File: src/rtl/snp_pkg.sv
package snp_pkg;
   typedef enum logic [1:0] {
      SVC_IDLE = 2'd0,
      SVC_REQ  = 2'd1,
      SVC_RD   = 2'd2
   } svc_state_e;
endpackage

File: src/rtl/snp_capture.sv
module snp_capture #(
   parameter int AW     = 32,
   parameter int OFS    = 2,
   parameter bit IN_REG = 1'b0
) (
   input  logic              clk,
   input  logic              rst_n,
   input  logic              cfg_mon_en,
   input  logic              cfg_loopback,
   input  logic              bus_wr_stb,
   input  logic              bus_from_host,
   input  logic [AW-1:0]     bus_addr,
   output logic              push,
   output logic [AW-OFS-1:0] push_addr
);
   localparam int QW = AW - OFS;

   logic          take;
   logic [QW-1:0] word_addr;

   // qualify: enabled, and either a foreign master or loopback diagnostics
   assign take      = cfg_mon_en && bus_wr_stb && (!bus_from_host || cfg_loopback);
   assign word_addr = bus_addr[AW-1:OFS];

   generate
      if (IN_REG) begin : g_reg
         logic          take_q;
         logic [QW-1:0] addr_q;
         always_ff @(posedge clk or negedge rst_n) begin
            if (!rst_n) begin
               take_q <= 1'b0;
               addr_q <= '0;
            end else begin
               take_q <= take;
               addr_q <= word_addr;
            end
         end
         assign push      = take_q;
         assign push_addr = addr_q;
      end else begin : g_comb
         assign push      = take;
         assign push_addr = word_addr;
      end
   endgenerate

   p_mon_off_r7: assert property (@(posedge clk) disable iff (!rst_n)
      (!cfg_mon_en && !IN_REG) |-> !push);
endmodule

File: src/rtl/snp_fifo.sv
module snp_fifo #(
   parameter int W     = 30,
   parameter int DEPTH = 2
) (
   input  logic         clk,
   input  logic         rst_n,
   input  logic         push,
   input  logic [W-1:0] din,
   input  logic         pop,
   output logic [W-1:0] dout,
   output logic         empty,
   output logic         full,
   output logic         ovf
);
   localparam int PW = (DEPTH > 1) ? $clog2(DEPTH) : 1;
   localparam int CW = $clog2(DEPTH + 1);
   localparam logic [PW-1:0] LAST = PW'(DEPTH - 1);
   localparam logic [CW-1:0] FULLC = CW'(DEPTH);

   initial begin
      assert (DEPTH >= 2) else $error("snp_fifo: DEPTH must be at least 2");
   end

   logic [W-1:0]  mem [DEPTH];
   logic [PW-1:0] wr_ptr, rd_ptr;
   logic [CW-1:0] count;
   logic          do_push, do_pop;

   assign empty   = (count == '0);
   assign full    = (count == FULLC);
   assign do_pop  = pop && !empty;
   assign do_push = push && (!full || do_pop);
   assign ovf     = push && full && !do_pop;
   assign dout    = mem[rd_ptr];

   always_ff @(posedge clk) begin
      if (do_push) mem[wr_ptr] <= din;
   end

   always_ff @(posedge clk or negedge rst_n) begin
      if (!rst_n) begin
         wr_ptr <= '0;
         rd_ptr <= '0;
         count  <= '0;
      end else begin
         if (do_push) wr_ptr <= (wr_ptr == LAST) ? '0 : wr_ptr + 1'b1;
         if (do_pop)  rd_ptr <= (rd_ptr == LAST) ? '0 : rd_ptr + 1'b1;
         case ({do_push, do_pop})
            2'b10:   count <= count + 1'b1;
            2'b01:   count <= count - 1'b1;
            default: count <= count;
         endcase
      end
   end

   p_pop_nonempty_r6: assert property (@(posedge clk) disable iff (!rst_n)
      pop |-> !empty);
   p_ovf_when_full_r3: assert property (@(posedge clk) disable iff (!rst_n)
      ovf |=> full);
   p_count_bound_r3: assert property (@(posedge clk) disable iff (!rst_n)
      count <= FULLC);
endmodule

File: src/rtl/snp_service.sv
module snp_service
   import snp_pkg::*;
#(
   parameter int IDX_W    = 12,
   parameter int TAG_W    = 18,
   parameter int READ_LAT = 1
) (
   input  logic                   clk,
   input  logic                   rst_n,
   input  logic                   head_vld,
   input  logic [TAG_W+IDX_W-1:0] head_addr,
   input  logic                   cfg_hold,
   output logic                   tag_req,
   input  logic                   tag_gnt,
   output logic [IDX_W-1:0]       tag_idx,
   input  logic [TAG_W-1:0]       tag_rd_tag,
   input  logic                   tag_rd_vld,
   output logic                   inv_we,
   output logic [IDX_W-1:0]       inv_idx,
   output logic                   pop
);
   initial begin
      assert (READ_LAT == 0 || READ_LAT == 1)
         else $error("snp_service: READ_LAT must be 0 or 1");
   end

   svc_state_e       st, nxt;
   logic             slot_done, go_rd, hit;
   logic [IDX_W-1:0] head_idx;
   logic [TAG_W-1:0] head_tag;

   assign head_idx = head_addr[IDX_W-1:0];
   assign head_tag = head_addr[TAG_W+IDX_W-1:IDX_W];

   generate
      if (READ_LAT == 0) begin : g_lat0
         assign slot_done = (st == SVC_REQ) && tag_gnt;
         assign go_rd     = 1'b0;
      end else begin : g_lat1
         assign slot_done = (st == SVC_RD);
         assign go_rd     = (st == SVC_REQ) && tag_gnt;
      end
   endgenerate

   always_comb begin
      nxt = st;
      case (st)
         SVC_IDLE: if (head_vld && !cfg_hold) nxt = SVC_REQ;
         SVC_REQ: begin
            if (slot_done)     nxt = SVC_IDLE;
            else if (go_rd)    nxt = SVC_RD;
            else if (cfg_hold) nxt = SVC_IDLE;
         end
         SVC_RD:   nxt = SVC_IDLE;
         default:  nxt = SVC_IDLE;
      endcase
   end

   always_ff @(posedge clk or negedge rst_n) begin
      if (!rst_n) st <= SVC_IDLE;
      else        st <= nxt;
   end

   assign hit     = tag_rd_vld && (tag_rd_tag == head_tag);
   assign tag_req = (st == SVC_REQ) || (st == SVC_RD);
   assign tag_idx = head_idx;
   assign inv_we  = slot_done && hit;
   assign inv_idx = head_idx;
   assign pop     = slot_done;

   p_req_hold_r10: assert property (@(posedge clk) disable iff (!rst_n)
      (tag_req && !tag_gnt && !cfg_hold && !pop) |=> tag_req);
   p_hold_stall_r9: assert property (@(posedge clk) disable iff (!rst_n)
      (cfg_hold && !tag_req) |=> !tag_req);
   p_inv_single_r4: assert property (@(posedge clk) disable iff (!rst_n)
      inv_we |=> !inv_we);
   p_inv_in_slot_r10: assert property (@(posedge clk) disable iff (!rst_n)
      inv_we |-> (tag_req && head_vld));
   p_pop_in_slot_r5: assert property (@(posedge clk) disable iff (!rst_n)
      pop |-> tag_req);
endmodule

File: src/rtl/snoop_inval_mon.sv
module snoop_inval_mon #(
   parameter int AW       = 32,
   parameter int OFS      = 2,
   parameter int IDX_W    = 12,
   parameter int DEPTH    = 2,
   parameter int READ_LAT = 1,
   parameter bit IN_REG   = 1'b0
) (
   input  logic                    clk,
   input  logic                    rst_n,
   input  logic                    cfg_mon_en,
   input  logic                    cfg_loopback,
   input  logic                    cfg_hold,
   input  logic                    bus_wr_stb,
   input  logic                    bus_from_host,
   input  logic [AW-1:0]           bus_addr,
   output logic                    tag_req,
   input  logic                    tag_gnt,
   output logic [IDX_W-1:0]        tag_idx,
   input  logic [AW-IDX_W-OFS-1:0] tag_rd_tag,
   input  logic                    tag_rd_vld,
   output logic                    inv_we,
   output logic [IDX_W-1:0]        inv_idx,
   output logic                    flush_req
);
   localparam int TAG_W = AW - IDX_W - OFS;
   localparam int QW    = AW - OFS;

   initial begin
      assert (TAG_W >= 1) else $error("snoop_inval_mon: AW too small for IDX_W and OFS");
   end

   logic          push, pop, empty, full, ovf;
   logic [QW-1:0] push_addr, head_addr;

   snp_capture #(.AW(AW), .OFS(OFS), .IN_REG(IN_REG)) u_cap (
      .clk(clk), .rst_n(rst_n),
      .cfg_mon_en(cfg_mon_en), .cfg_loopback(cfg_loopback),
      .bus_wr_stb(bus_wr_stb), .bus_from_host(bus_from_host), .bus_addr(bus_addr),
      .push(push), .push_addr(push_addr)
   );

   snp_fifo #(.W(QW), .DEPTH(DEPTH)) u_fifo (
      .clk(clk), .rst_n(rst_n),
      .push(push), .din(push_addr), .pop(pop),
      .dout(head_addr), .empty(empty), .full(full), .ovf(ovf)
   );

   snp_service #(.IDX_W(IDX_W), .TAG_W(TAG_W), .READ_LAT(READ_LAT)) u_svc (
      .clk(clk), .rst_n(rst_n),
      .head_vld(!empty), .head_addr(head_addr), .cfg_hold(cfg_hold),
      .tag_req(tag_req), .tag_gnt(tag_gnt), .tag_idx(tag_idx),
      .tag_rd_tag(tag_rd_tag), .tag_rd_vld(tag_rd_vld),
      .inv_we(inv_we), .inv_idx(inv_idx), .pop(pop)
   );

   always_ff @(posedge clk or negedge rst_n) begin
      if (!rst_n) flush_req <= 1'b0;
      else        flush_req <= ovf;
   end

   p_flush_after_full_r3: assert property (@(posedge clk) disable iff (!rst_n)
      flush_req |-> full);
   p_push_enabled_r2: assert property (@(posedge clk) disable iff (!rst_n)
      (push && !IN_REG) |-> (cfg_mon_en && (!bus_from_host || cfg_loopback)));
endmodule

File: config.mk
export PLATFORM = sky130hd
export DESIGN_NAME = snoop_inval_mon
export DESIGN_NICKNAME = d
export VERILOG_FILES = /design/src/rtl/snp_pkg.sv /design/src/rtl/snp_capture.sv /design/src/rtl/snp_fifo.sv /design/src/rtl/snp_service.sv /design/src/rtl/snoop_inval_mon.sv
export SDC_FILE = /design/constraint.sdc
export NUM_CORES = 1
export LEC_CHECK = 0
export ABC_AREA = 1
export BUFFER_PORTS_ARGS = -buffer_cell sky130_fd_sc_hd__buf_2
export CAP_MARGIN = 20
export CORE_UTILIZATION = 35
export CTS_CLUSTER_SIZE = 40
export DETAILED_ROUTE_END_ITERATION = 6
export GPL_TIMING_DRIVEN = 0
export PLACE_DENSITY = 0.63
export SLEW_MARGIN = 20
export SYNTH_ARGS = -nofsm -noshare
export SYNTH_HDL_FRONTEND = slang
export SYNTH_SLANG_ARGS = --single-unit
File: constraint.sdc
create_clock -name clk -period 3.3 [get_ports clk]
set_input_delay 0.33 -clock clk [delete_from_list [all_inputs] [get_ports clk]]
set_output_delay 0.33 -clock clk [all_outputs]
set_load 0.05 [all_outputs]
# ---- Word level (Yosys, flattened, before mapping)
# Memories as Yosys holds them, arrays and structs flattened.
# Cells that the tools add are included.
dict set report totals {
  reg_bits 7
  latch_bits 0
  ramBits 60
  mem_bits_ro 0
  in_bits 59
  wordCells 50
  mem_count 1
}
# name depth word_bits read_ports rd_clocked_by_memory_dff wr line_no
set mem_list {}
lappend mem_list {u_fifo.mem 2 30 1 0 1 snp_fifo.sv:24} ;# logic [W-1:0] mem [DEPTH];
dict set report op_classes {
  add_sub_neg 4
  multipliers 0
  div 0
  magnitude_cmp 0
  n_eq_ne 8
  shift 0
  mux 10
  bitwise 0
  reduce_logical 22
}
# operator n
set op_table {}
lappend op_table {{$eq 18x18->1} 1}
lappend op_table {{$logic_and 1x1->1} 10}
lappend op_table {{$mux 2} 4}
lappend op_table {{$pmux 2 s2} 2}
lappend op_table {{$eq 2x2->1 const B} 3}
lappend op_table {{$logic_not 1->1} 5}
lappend op_table {{$eq 2x1->1 const B} 2}
lappend op_table {{$logic_not 2->1} 2}
lappend op_table {{$mux 1} 4}
lappend op_table {{$ne 4x3->1 const B} 1}
lappend op_table {{$logic_or 1x1->1} 3}
lappend op_table {{$add 1x1->1 const B} 2}
lappend op_table {{$add 2x1->2 const B} 1}
lappend op_table {{$ne 2x1->1 const B} 1}
lappend op_table {{$reduce_and 2->1} 1}
lappend op_table {{$reduce_bool 2->1} 1}
lappend op_table {{$sub 2x1->2 const B} 1}

# ---- Logic depth before layout (Yosys ltp)
# Gate-level depths: netlist of the first run.
dict set report depth {
  depth_word 7
  mapped_depth 12
  depth_no_buf 10
}

# ---- Cells and area by module
# A second synthesis of the first run with hierarchy kept.
dict set report hier_totals {
  hier_cells 342
  area_unflattened_um2 3345.7
}
# mod n_inst cells_per_inst area_each_um2 seq_area_each_um2
set modules_own_cells {}
lappend modules_own_cells {snp_fifo 1 189 2416.1 1901.8}
lappend modules_own_cells {snp_service 1 118 659.4 50.0}
lappend modules_own_cells {snp_capture 1 33 241.5 0.0}
lappend modules_own_cells {snoop_inval_mon 1 2 28.8 25.0}

# ---- Worst setup path after synthesis of the first run
# No wires, ideal clock.
dict set report synth_path {
  path_type {register -> register}
  start {register u_svc.st[0]}
  end {memory u_fifo.mem[1][0] (enable)}
  t_arrival_ns 2.194
  required_time_ns 2.882
  path_slack_ns 0.688
  path_stages_with_launch 7
  n_path_buf 0
  path_cell_list {dfrtp_1 > inv_1 > ha_1 > inv_1 > nand3_1 > nand2_1 > nor2_1}
}
dict set report synth_between {
  elab_chain_cells 6
}
# item line_no
set synth_rtl {}
lappend synth_rtl {{start: declaration} snp_service.sv:27} ;# svc_state_e st, nxt;
lappend synth_rtl {{start signal: assignment} snp_service.sv:61} ;# else st <= nxt;
lappend synth_rtl {{$eq 2x2->1} snp_service.sv:40} ;# assign slot_done = (st == SVC_RD);
lappend synth_rtl {{$logic_and 1x1->1} snp_fifo.sv:31} ;# assign do_pop = pop && !empty;
lappend synth_rtl {{$logic_or 1x1->1} snp_fifo.sv:32} ;# assign do_push = push && (!full || do_pop);
lappend synth_rtl {{$logic_and 1x1->1} snp_fifo.sv:32}
lappend synth_rtl {{$mux 1} snp_fifo.sv:37} ;# if (do_push) mem[wr_ptr] <= din;
lappend synth_rtl {{$mux 1 (implied by the code)} snp_fifo.sv:37}
lappend synth_rtl {{end: declaration} snp_fifo.sv:24}
# Every way passes these cells.

# ---- Worst setup path after layout of the first run
dict set report layout_path {
  start {register u_fifo.rd_ptr}
  end {output port tag_idx[2]}
}
dict set report layout_between {
  elab_chain_cells 1
}
# item line_no
set layout_rtl {}
lappend layout_rtl {{start: declaration} snp_fifo.sv:25} ;# logic [PW-1:0] wr_ptr, rd_ptr;
lappend layout_rtl {{start signal: assignment} snp_fifo.sv:47} ;# if (do_pop) rd_ptr <= (rd_ptr == LAST) ? '0 : rd_ptr + 1'b1;
lappend layout_rtl {{$mem_v2 2x30} n/a}
lappend layout_rtl {{end: declaration} snoop_inval_mon.sv:19} ;# output logic [IDX_W-1:0] tag_idx,
# Every way passes these cells.

==> results.json, run 1 <==
{
  "drtAntennaViolNets": 0,
  "core_mm2": 0.00834,
  "yosys.area.top_type": "edfxtp_1",
  "critical_path_class": "flip-flop to output port",
  "ys_async_sr_fraction": 0.104,
  "ctsResizeCount": 0,
  "cts_max_level": 3,
  "die_y_um": 95.7,
  "layout_setup_ws_ps": 943,
  "fillers": 783,
  "rows": 33,
  "peakVddDrop_v": 0.000398,
  "drt-initial-drc-count": 119,
  "syn_inst": 301,
  "hold_depth": 1,
  "dpl_cell_area_mm2": 0.00369,
  "die_w_um": 95.7,
  "status": "complete, no violations",
  "seq_area_frac_synth": 0.644,
  "reg2reg_depth": 7,
  "synth_fa_ha_area_frac": 0.0163,
  "grt_start_max_net_pins": 18,
  "multi_input_area_um2": 831,
  "synth_ff_type": "edfxtp_1",
  "antenna_found_initial": 0,
  "rsz0062_at_grt": "no",
  "tns_ps": 0,
  "die-area_mm2": 0.00915,
  "ys_ff_latch": 67,
  "hold_ws_ps": 182,
  "synth_area_leaders": "edfxtp_1 59%, nand2_1 14%, dfrtp_1 5.7%",
  "cp-start-kind": "flip-flop",
  "synth_top_cells_by_count": "118 x nand2_1, 60 x edfxtp_1, 32 x inv_1",
  "drc": 0,
  "synth_xor_area_frac": 0.00856,
  "yosysWarnings": 0,
  "netlist.area_leader.share": 0.587,
  "start_util": 0.368,
  "min_period_over_period": 0.714,
  "worst_pin_slew_ps": 592,
  "grt_pass1_vias": 2132,
  "report.final.slew_viol_count": 0,
  "path_clk_slew_ps": 70,
  "root_buffer": "clkbuf_8",
  "area_growth_pct": 25.6,
  "p_per_area_mw_per_mm2": 822,
  "finalNetCount": 461,
  "syn-num-nets": 364,
  "setup_violations": 0,
  "hpwl_mm": 4.59,
  "routed_via_density": 4.46,
  "synth_mux_area_frac": 0,
  "report.final.hold_viol_count": 0,
  "period_minus_slack_ps": 2360,
  "p_leak_uw": 0.00182,
  "yosysMostFrequentCell": "nand2_1",
  "synth_compound_area_frac": 0.0228,
  "clk_latency_ps": 330,
  "num_antenna_cells": 0,
  "maxCapViolations": 0,
  "grtUsageTotal": 0.145,
  "final_util": 0.462,
  "netlist_area_mm2": 0.00307,
  "slew_headroom": 0.604,
  "synthSimpleGateAreaFrac": 0.218,
  "grt_first_pass_wirelength_mm": 9.53,
  "fin_area_mm2": 0.00386,
  "cp-end-kind": "output port",
  "postCtsSetupBuffers": 0,
  "synth_edf_count": 60,
  "cts_tree": "built",
  "cts_num_sinks": 67,
  "hold_path.class": "input port to flip-flop",
  "ioPinCount": 86,
  "vias": 2268,
  "finClkSkew_ps": 9.09,
  "drive_gt1_frac": 0.310,
  "crit_fanout": 10,
  "synth_top_family_by_area": "simple AND/OR/NAND/NOR gates",
  "routed_wl_mm": 6.25,
  "fmax_mhz": 424,
  "ys_types": 21,
  "grt_overflow": 0,
  "rrSetupSlack_ps": 1180,
  "cts-buffers-inserted": 9,
  "cts_hold_buf": 1,
  "firstDrtPassIters": 4,
  "seq_area_mm2": 0.00198,
  "required_ps": 2970,
  "avgRoutedWirePerCell_um": 12.3,
  "place.port_buffers": 83,
  "cts_buffer_depth": 2,
  "place_congestion": 0.764,
  "cp.arrival_ps": 2030,
  "place_ws_ps": 1160,
  "syn_avg_cell_area_um2": 10.2
}
-- per-layer routing --
metal  track usage  vias up  wire length, µm
li1              -     1163                -
met3        0.0335        9              236
met4        0.0759        0              120
met5             0        -                0
met1         0.170     1055             2720
met2         0.247       41             3170
-- area by class of cell --
class / count / area share
sequential: 67 / 0.512
timing repair buffer: 86 / 0.125
multi-input combinational: 182 / 0.215
clock buffer: 10 / 0.0331
inverter: 33 / 0.0328
clock inverter: 6 / 0.00843
tap: 105 / 0.0341
buffer: 19 / 0.0392
-- critical path, stage by stage, from the launching register on --
cell and delay (ps):
dfrtp_1 390, buf_6 150, inv_4 60, buf_6 140, clkbuf_1 400, nand2_1 100, nand2_1 100, buf_4 100
buf_2 250
-- path summary, 6_finish.rpt --
check                                 from           endpoint
max                          u_fifo.rd_ptr         tag_idx[2]
min                            bus_addr[2]   u_fifo.mem[0][0]
max reg2reg                    u_svc.st[0]  u_fifo.mem[1][29]
min reg2reg                u_fifo.count[0]    u_fifo.count[0]
max in group asynchronous            rst_n    u_fifo.count[1]
min in group asynchronous            rst_n          flush_req
-- per-stage QoR --
step                      total power (µW)  std cells
after floorplan                       2270        301
after global placement                2580        489
after detailed placement              2640        491
after CTS                             3210        508
after global routing                  3380        508
final                                 3170        508
-- cells by family after synthesis --
group                    count (synthesis)
AND/OR/NAND/NOR                        162
flip-flops                              67
buffers and inverters                   52
AO/OA/AOI/OAI                           13
adder cells (fa/ha/maj)                  4
XOR/XNOR                                 3
-- state kept, by name, indices dropped and copies added, names as in the netlist --
| signal | flops |
|---|---|
| u_fifo.mem | 60 |
| u_fifo.count | 2 |
| u_svc.st | 2 |
| flush_req | 1 |
| u_fifo.rd_ptr | 1 |
| u_fifo.wr_ptr | 1 |
-- power breakdown --
part           internal (µW)  total (µW)  switching (µW)  leakage (µW)
combinational            453        1520            1060       0.00110
sequential              1040        1090            46.5      0.000631
clock                    266         564             298     0.0000872
-- layout by cell type, fill, tap and decap left out --
cell,instances
clkinv_1,1
inv_4,1
nor2_4,2
nand3b_1,5
nand4_1,4
dlygate4sd3_1,1
nand2_1,118
o211ai_1,2
clkbuf_8,9
clkbuf_1,2
edfxtp_1,60
o21ai_0,7
a21oi_1,4
ha_1,4
buf_6,4
clkinv_4,1
buf_4,13
nand2_2,5
buf_16,2
nand3_1,15
inv_1,32
clkinv_2,4
nor3_1,1
xor2_1,2
nor2_1,12
dfrtp_1,7
xnor2_1,1
buf_2,84
Power figures use the tool's default switching activity.
==> inputs of run 2 (changes only) <==
ABC_AREA = 0   (was 1)
PLACE_DENSITY = 0.64   (was 0.63)
clock period = 2.3 ns   (was 3.3 ns; I/O delays follow)
==> results.json, run 2 <==
{
  "p_leak_uw": 0.00151,
  "grt_overflow": 0,
  "cp.arrival_ps": 2330,
  "netlist_area_mm2": 0.00284,
  "largest_reg_flops": 60,
  "yosysWarnings": 0,
  "status": "complete, but fails checks",
  "layout_commonest_cell": "buf_2",
  "drtAntennaViolNets": 0,
  "hpwl_mm": 3.48,
  "hold_path.class": "input port to flip-flop",
  "maxCapViolations": 0,
  "synth_compound_area_frac": 0.0159,
  "cts_num_sinks": 67,
  "ys_types": 26,
  "die_w_um": 92.0,
  "critPathLaunch": "u_fifo.rd_ptr",
  "die-area_mm2": 0.00846,
  "grt_first_pass_wirelength_mm": 7.67,
  "p_per_area_mw_per_mm2": 1140,
  "ys_ff_latch": 67,
  "ys_async_sr_fraction": 0.104,
  "die_y_um": 92.0,
  "cp-start-kind": "flip-flop",
  "place_congestion": 0.752,
  "rsz0062_at_grt": "yes",
  "cp-end-kind": "output port",
  "synthSimpleGateAreaFrac": 0.0327,
  "root_buffer": "clkbuf_8",
  "firstDrtPassIters": 4,
  "syn-num-nets": 231,
  "synth_top_family_by_area": "multiplexers",
  "reg2reg_depth": 6,
  "finClkSkew_ps": 5.77,
  "report.final.slew_viol_count": 0,
  "drt-initial-drc-count": 16,
  "fin_area_mm2": 0.00366,
  "grt_start_max_net_pins": 20,
  "vias": 1658,
  "drc": 0,
  "violations": "setup timing",
  "r2r_start": "u_svc.st[0]",
  "grt_pass1_vias": 1659,
  "crit_end": "inv_we",
  "core_mm2": 0.00777,
  "yosys.area.top_type": "edfxtp_1",
  "cts_tree": "built",
  "cts_buffer_depth": 2,
  "hold_ws_ps": 72.9,
  "top_register": "u_fifo.mem",
  "antenna_found_initial": 0,
  "dpl_cell_area_mm2": 0.00346,
  "synth_xor_area_frac": 0.0711,
  "synth_edf_count": 60,
  "r2r-end": "u_fifo.mem[1][12]",
  "worst_pin_slew_ps": 449,
  "netlist.area_leader.share": 0.635,
  "yosysMostFrequentCell": "edfxtp_1",
  "rrSetupSlack_ps": 280,
  "seq_area_frac_synth": 0.697,
  "synth_top_cells_by_count": "60 x edfxtp_1, 18 x mux2i_1, 18 x xor2_1",
  "num_antenna_cells": 0,
  "routed_wl_mm": 4.78,
  "layout_common_cells": "82 x buf_2, 60 x edfxtp_1, 18 x mux2i_1, 18 x xor2_1, 14 x buf_4",
  "layout_setup_ws_ps": -260,
  "rows": 32,
  "fmax_mhz": 391,
  "slew_headroom": 0.700,
  "syn_avg_cell_area_um2": 16.9,
  "cts-buffers-inserted": 9,
  "synth_fa_ha_area_frac": 0.0177,
  "report.final.hold_viol_count": 0,
  "crit_fanout": 5,
  "tns_ps": -260,
  "grtUsageTotal": 0.125,
  "reg.largest.list": "u_fifo.mem x60, u_fifo.count x2, u_svc.st x2",
  "min_period_over_period": 1.11,
  "cts_max_level": 3,
  "critical_path_class": "flip-flop to output port",
  "syn_inst": 168,
  "clk_latency_ps": 340,
  "start_util": 0.365,
  "routed_via_density": 4.43,
  "ioPinCount": 86,
  "synth_ff_type": "edfxtp_1",
  "finalNetCount": 330,
  "area_growth_pct": 29.2,
  "period_minus_slack_ps": 2560,
  "required_ps": 2070,
  "path_clk_slew_ps": 70,
  "drive_gt1_frac": 0.489,
  "place.port_buffers": 83,
  "setup_violations": 1,
  "avgRoutedWirePerCell_um": 12.8,
  "synth_mux_area_frac": 0.111,
  "peakVddDrop_v": 0.000558,
  "synth_area_leaders": "edfxtp_1 64%, mux2i_1 6.4%, dfrtp_1 6.2%"
}
## run 2: kinds of logic (layout without fill, tap and decap cells)
family                     Yosys count  in the layout
AOI/OAI and AO/OA                    6              6
xor gates and xnor gates            23             23
adders and majority gates            4              4
buffers and inverters               22            126
DFF                                 67             67
muxes                               30             30
and+or+nand+nor                     16             16
## run 2: cell type report
cell class,count,area [µm²]
inverter,6,22.5
clock inverter,5,30.0
tap,102,128
buffer,16,140
multi-input combinational,79,732
timing repair buffer,88,502
clock buffer,11,131
sequential,67,1980
fill,712,4110
## run 2: per-stage QoR
stage          total power (µW)  setup WS (ps)   util  instances
6_report                   4190           -260  0.471        374
3_3_place_gp               3320          -1230  0.436        353
4_1_cts                    4240           -309  0.471        374
2_1_floorplan              3000           -366      -        168
3_5_place_dp               3380           -103  0.445        355
5_1_grt                    4430           -382  0.471        374
## run 2: worst min-delay path by stage
stage	to	slack, ps	depth (start not counted)	startpoint
global route	u_fifo.mem[0][0]	50	1	bus_addr[2]
global placement	flush_req	70	1	rst_n
CTS	u_fifo.mem[0][22]	60	1	bus_addr[24]
floorplan	flush_req	-70	0	rst_n
detailed placement	flush_req	70	1	rst_n
finish	u_fifo.mem[0][10]	70	1	bus_addr[12]
## run 2: metal layers
layer | track usage | share of wire | vias to the layer above
met4 | 0.0820 | 0.028 | 0
met2 | 0.201 | 0.49 | 53
met5 | 0 | 0 | -
li1 | - | - | 813
met3 | 0.0398 | 0.060 | 11
met1 | 0.142 | 0.42 | 781
## run 2: repair_timing
item | CTS | global route
gates cloned | 0 | 0
hold endpoints to repair | 7 | 0
setup buffers | 2 | 0
endpoints found under the setup margin | 19 | 19
gates resized for setup | 4 | 2
hold buffers | 1 | 0
pin swaps | 2 | 0
## run 2: power by group
part	internal, µW	switching (µW)
registers	1510	72.5
logic	686	1120
clock network	386	425
## run 2: critical path: stages, from the launching register on
cell and delay (ps):
dfrtp_1 380, buf_6 130, buf_12 130, mux2i_1 170
xor2_1 160, nand4_1 120, or4_4 550, nor4_4 150
buf_6 190
